## src/rtl/ipc_mbox_pkg.sv

```systemverilog
`timescale 1ns/1ps
package ipc_mbox_pkg;
  localparam int WORD_W = 32;
  localparam int HALF_W = 16;
  localparam int SLOT_W = 5;
  localparam int SLOTS  = 1 << SLOT_W;

  typedef enum logic [2:0] {
    K_INBOX, K_OUTBOX, K_CLRF, K_SETF, K_CTRL, K_ZERO, K_PLAIN
  } reg_kind_e;

  localparam logic [1:0] P_LOAD  = 2'd0;
  localparam logic [1:0] P_RAISE = 2'd1;
  localparam logic [1:0] P_DROP  = 2'd2;

  localparam logic [WORD_W-1:0] CTRL_RD_OR = 32'hF000_0002;

  function automatic reg_kind_e kind_of(input logic [SLOT_W-1:0] slot);
    case (slot)
      5'd0:    return K_INBOX;
      5'd1:    return K_OUTBOX;
      5'd2:    return K_CLRF;
      5'd3:    return K_SETF;
      5'd4:    return K_CTRL;
      5'd6:    return K_ZERO;
      default: return K_PLAIN;
    endcase
  endfunction
endpackage

```

## src/rtl/ipc_mbox_decode.sv

```systemverilog
`timescale 1ns/1ps
module ipc_mbox_decode
  import ipc_mbox_pkg::*;
#(
  parameter int ADDR_W = 12
) (
  input  logic [ADDR_W-1:0] addr,
  output logic [SLOT_W-1:0] slot,
  output reg_kind_e         kind
);
  localparam logic [ADDR_W-1:0] DEC_MASK = ADDR_W'('h8F0);

  logic unused_addr;
  assign unused_addr = ^(addr & ~DEC_MASK);

  assign slot = {addr[11], addr[7:4]};
  assign kind = kind_of(slot);
endmodule

```

## src/rtl/ipc_mbox_ctrl.sv

```systemverilog
`timescale 1ns/1ps
module ipc_mbox_ctrl
  import ipc_mbox_pkg::*;
(
  input  logic              clk,
  input  logic              rst_n,
  input  logic              wr_en,
  input  logic [HALF_W-1:0] wdata,
  output logic [HALF_W-1:0] q
);
  logic [HALF_W-1:0] sel_m;
  logic [HALF_W-1:0] forced;
  logic [HALF_W-1:0] nxt;
  logic              unused_w;

  assign unused_w = ^{wdata[15:8], wdata[3:0]};
  assign sel_m    = {8'h00, wdata[7:4], 4'h0};

  always_comb begin
    forced = q;
    if (wdata[5] || wdata[7]) forced[15:12] = 4'b0010;
    if (|(q & sel_m)) nxt = forced & ~sel_m;
    else              nxt = forced | sel_m;
  end

  always_ff @(posedge clk) begin
    if (!rst_n)     q <= '0;
    else if (wr_en) q <= nxt;
  end
endmodule

```

## src/rtl/ipc_mbox_scratch.sv

```systemverilog
`timescale 1ns/1ps
module ipc_mbox_scratch
  import ipc_mbox_pkg::*;
(
  input  logic              clk,
  input  logic              rst_n,
  input  logic              wr_en,
  input  logic [SLOT_W-1:0] slot,
  input  logic [WORD_W-1:0] lane,
  input  logic [WORD_W-1:0] wdata,
  output logic [WORD_W-1:0] rd_word
);
  logic [WORD_W-1:0] words [SLOTS];

  for (genvar i = 0; i < SLOTS; i++) begin : g_slot
    logic [WORD_W-1:0] q;
    always_ff @(posedge clk) begin
      if (!rst_n) q <= '0;
      else if (wr_en && slot == SLOT_W'(i)) q <= (q & ~lane) | (wdata & lane);
    end
    assign words[i] = q;
  end

  assign rd_word = words[slot];
endmodule

```

## src/rtl/ipc_mbox_regs.sv

```systemverilog
`timescale 1ns/1ps
module ipc_mbox_regs
  import ipc_mbox_pkg::*;
#(
  parameter int ADDR_W = 12
) (
  input  logic              clk,
  input  logic              rst_n,
  input  logic [ADDR_W-1:0] bus_addr,
  input  logic              bus_wr,
  input  logic              bus_wide,
  input  logic [31:0]       bus_wdata,
  output logic [31:0]       bus_rdata,
  input  logic              peer_valid,
  output logic              peer_ready,
  input  logic [1:0]        peer_op,
  input  logic [31:0]       peer_data
);
  logic [SLOT_W-1:0] dec_slot;
  reg_kind_e         dec_kind;
  logic [WORD_W-1:0] lane, wmask;
  logic [WORD_W-1:0] inbox_q, outbox_q, clrf_q, setf_q;
  logic [WORD_W-1:0] clrf_nxt, setf_nxt;
  logic [HALF_W-1:0] ctrl_q;
  logic [WORD_W-1:0] plain_rd, raw_rd;
  logic              peer_fire;

  ipc_mbox_decode #(.ADDR_W(ADDR_W)) u_dec (
    .addr(bus_addr), .slot(dec_slot), .kind(dec_kind)
  );

  assign peer_ready = 1'b1;
  assign peer_fire  = peer_valid && peer_ready;
  assign lane       = bus_wide ? '1 : {{HALF_W{1'b0}}, {HALF_W{1'b1}}};
  assign wmask      = bus_wdata & lane;

  always_comb begin
    clrf_nxt = clrf_q;
    if (bus_wr && dec_kind == K_CLRF)     clrf_nxt = clrf_nxt & ~wmask;
    if (peer_fire && peer_op == P_RAISE)  clrf_nxt = clrf_nxt | peer_data;
    setf_nxt = setf_q;
    if (bus_wr && dec_kind == K_SETF)     setf_nxt = setf_nxt | wmask;
    if (peer_fire && peer_op == P_DROP)   setf_nxt = setf_nxt & ~peer_data;
  end

  always_ff @(posedge clk) begin
    if (!rst_n) begin
      inbox_q  <= '0;
      outbox_q <= '0;
      clrf_q   <= '0;
      setf_q   <= '0;
    end else begin
      if (peer_fire && peer_op == P_LOAD) inbox_q <= peer_data;
      if (bus_wr && dec_kind == K_OUTBOX)  outbox_q <= (outbox_q & ~lane) | wmask;
      clrf_q <= clrf_nxt;
      setf_q <= setf_nxt;
    end
  end

  ipc_mbox_ctrl u_ctrl (
    .clk(clk), .rst_n(rst_n),
    .wr_en(bus_wr && dec_kind == K_CTRL),
    .wdata(bus_wdata[HALF_W-1:0]),
    .q(ctrl_q)
  );

  ipc_mbox_scratch u_plain (
    .clk(clk), .rst_n(rst_n),
    .wr_en(bus_wr && dec_kind == K_PLAIN),
    .slot(dec_slot), .lane(lane), .wdata(bus_wdata),
    .rd_word(plain_rd)
  );

  always_comb begin
    case (dec_kind)
      K_INBOX:  raw_rd = inbox_q;
      K_OUTBOX: raw_rd = outbox_q;
      K_CLRF:   raw_rd = clrf_q;
      K_SETF:   raw_rd = setf_q;
      K_CTRL:   raw_rd = {{HALF_W{1'b0}}, ctrl_q} | CTRL_RD_OR;
      K_ZERO:   raw_rd = '0;
      default:  raw_rd = plain_rd;
    endcase
    bus_rdata = raw_rd & lane;
  end
endmodule

```

## config.mk

```make
export PLATFORM = sky130hd
export DESIGN_NAME = ipc_mbox_regs
export DESIGN_NICKNAME = d
export VERILOG_FILES = /design/src/rtl/ipc_mbox_pkg.sv /design/src/rtl/ipc_mbox_decode.sv /design/src/rtl/ipc_mbox_ctrl.sv /design/src/rtl/ipc_mbox_scratch.sv /design/src/rtl/ipc_mbox_regs.sv
export SDC_FILE = /design/constraint.sdc
export NUM_CORES = 2
export LEC_CHECK = 0
export CORE_MARGIN = 2
export CORE_UTILIZATION = 53
export CTS_CLUSTER_DIAMETER = 200
export CTS_CLUSTER_SIZE = 14
export DETAILED_ROUTE_END_ITERATION = 12
export DONT_BUFFER_PORTS = 1
export HOLD_SLACK_MARGIN = 0.06
export PLACE_DENSITY = 0.75
export SETUP_SLACK_MARGIN = 0.1
export SLEW_MARGIN = 5
export SYNTH_ARGS = -nofsm -noshare
export SYNTH_HDL_FRONTEND = slang
export SYNTH_HIERARCHICAL = 1
export SYNTH_SLANG_ARGS = --single-unit
```

## constraint.sdc

```tcl
create_clock -name clk -period 7.9 [get_ports clk]
set_input_delay 2.37 -clock clk [delete_from_list [all_inputs] [get_ports clk]]
set_output_delay 2.37 -clock clk [all_outputs]
set_load 0.01 [all_outputs]
```

==> metrics.txt <==
status=finished with violations; failing checks=slew limit, setup timing; clk root buf=clkbuf_16; postcts setup bufs=0; core area=0.1122 mm^2; # Max-Cap Violations=0; pin count of the biggest net entering global routing=1035; Die Wd=339.8 um; Via density=6.160; row count=123; Final Max Slew Viols=711; Worst Tran Pin Value=2.094 ns; final hold slack=0.4522 ns; CTS tree=built; Power Dens Cells=172.4 mW/mm^2; clock buffer count from CTS=92; maximum vdd ir drop=0.0001963 V; DRT iter0 DRCs=5083; global-route wire length before repair=247300 um; leakage power=26.19 nW; Critical Path End Type=output pin; vias in the first global route=43420; clock power share=39.0%; vias after detailed routing=44850; dpl ws=0.5396 ns; FF-to-FF path depth=2; final WL=157100 um; Reg2Reg Setup Slack=6.92 ns; Num Clock Sinks=1157; GPL Wtd Cong=0.8633; ant diodes=0; total grt overflow=0; final core occ=55.50%; share of cells above drive strength 1=8.284%; RSZ-0062 raised after global routing=no; switch share=23.17%; Reg power frac=54.7%; wire length per cell=21.57 um; crit start category=input pin; Port Buffers=0; yosys synthesis warning count=6; final setup vio count=15; Crit Path Category=input pin to output pin; CP startpoint=bus_addr[5]; Initial DRT Pass Iterations=6; Total Die Area=0.1154 mm^2; P_sw=2.488 mW; post-DP HPWL=81040 um; clk_skew=0.005242 ns; Worst setup endpoint=bus_rdata[27]; total track usage=26.05%; cts-stage hold buffer count=0; Max Fclk=119.4 MHz; area grow syn2layout=4.209%; Post-CTS Resized=0; initial core utilization=53.26%; DR DRC count=0; nets=5859; Hold Crit Class=register to register; Int Pwr=8.250 mW; Cells after Synth=6224; Critical Path AT=6.00 ns; min Tclk post-route=8.374 ns; syn_area_per_cell=9.601 um^2; worst relative slew slack=-39.60%; # fillers=9618; combinational share of power=6.3%; Hold Vio Cnt, Final=0; final worst slack=-0.4736 ns; worst-path fanout max=365; Reg clk slew, reported paths=0.07 ns; H-Tree Depth=3; Clock Tree Buf Depth=3; CP required=5.53 ns; Clk Latency, worst-skew pair=0.67 ns; I/O pins=116; commonest non-fill, non-tap cells in the layout=mux2i_1, dfxtp_1, nand3_1; fin crit share=106.0%; Detail Route Antenna Nets=0; commonest non-fill, non-tap cell in the layout=mux2i_1; Post-Syn Area=0.05975 mm^2; initial antenna violation count=3; die height=339.8 um
-- power groups by stage --
| stage | Sequential [mW] | Clock (mW) | Combinational [mW] |
|---|---|---|---|
| global route | 5.87 | 4.46 | 0.685 |
| CTS | 5.87 | 4.25 | 0.627 |
| global placement | 6.00 | 0 | 0.622 |
| finish | 5.87 | 4.19 | 0.672 |
| detailed placement | 6.01 | 0 | 0.626 |
| floorplan | 6.00 | 0 | 0.689 |
-- final cells by class --
class                      instances  area, um^2  share of cell area (%)
clock buffer                      94        2352                   3.778
clock inverter                     6       58.81                 0.09444
inverter                          21       81.33                  0.1306
multi-input combinational       4405       33760                   54.21
sequential                      1157       23160                   37.20
tap                             1500        1877                   3.014
timing repair buffer              99       980.9                   1.575
-- how the worst min path moves through the flow --
stage | startpoint | endpoint | slack (ns) | cells after the start
2_1_floorplan | inbox_q[2] | inbox_q[2] | 0.43 | 2
3_3_place_gp | inbox_q[6] | inbox_q[6] | 0.44 | 2
3_5_place_dp | outbox_q[6] | outbox_q[6] | 0.44 | 2
4_1_cts | outbox_q[6] | outbox_q[6] | 0.45 | 2
5_1_grt | outbox_q[8] | outbox_q[8] | 0.47 | 2
6_report | outbox_q[6] | outbox_q[6] | 0.45 | 2
-- worst max-delay path, cell delays in order --
cell	delay, ns
mux4_2	1.12
mux2_2	0.31
a2111oi_2	0.43
a41oi_1	0.24
o21ai_0	0.38
a31oi_1	0.10
buf_4	0.17
-- through the flow --
stage               power, mW  area [um^2]  TNS, ns  std cells
global route            11.02        62270        0       7282
CTS                     10.75        62270        0       7282
detailed placement      6.632        59860        0       7182
global placement        6.627        59860        0       7182
finish                  10.74        62270   -3.955       7282
floorplan               6.692        60090        0       6313
-- layer usage --
layer	vias to the layer above	part of all wire [%]	global-route usage, %	routed length, um
li1	20900	-	-	-
met3	278	6.7	3.741	10550
met5	-	0.0070	0	11
met2	1516	47	42.38	73330
met4	2	3.0	8.730	4787
met1	22160	44	35.53	68370
Power figures use the tool's default switching activity.
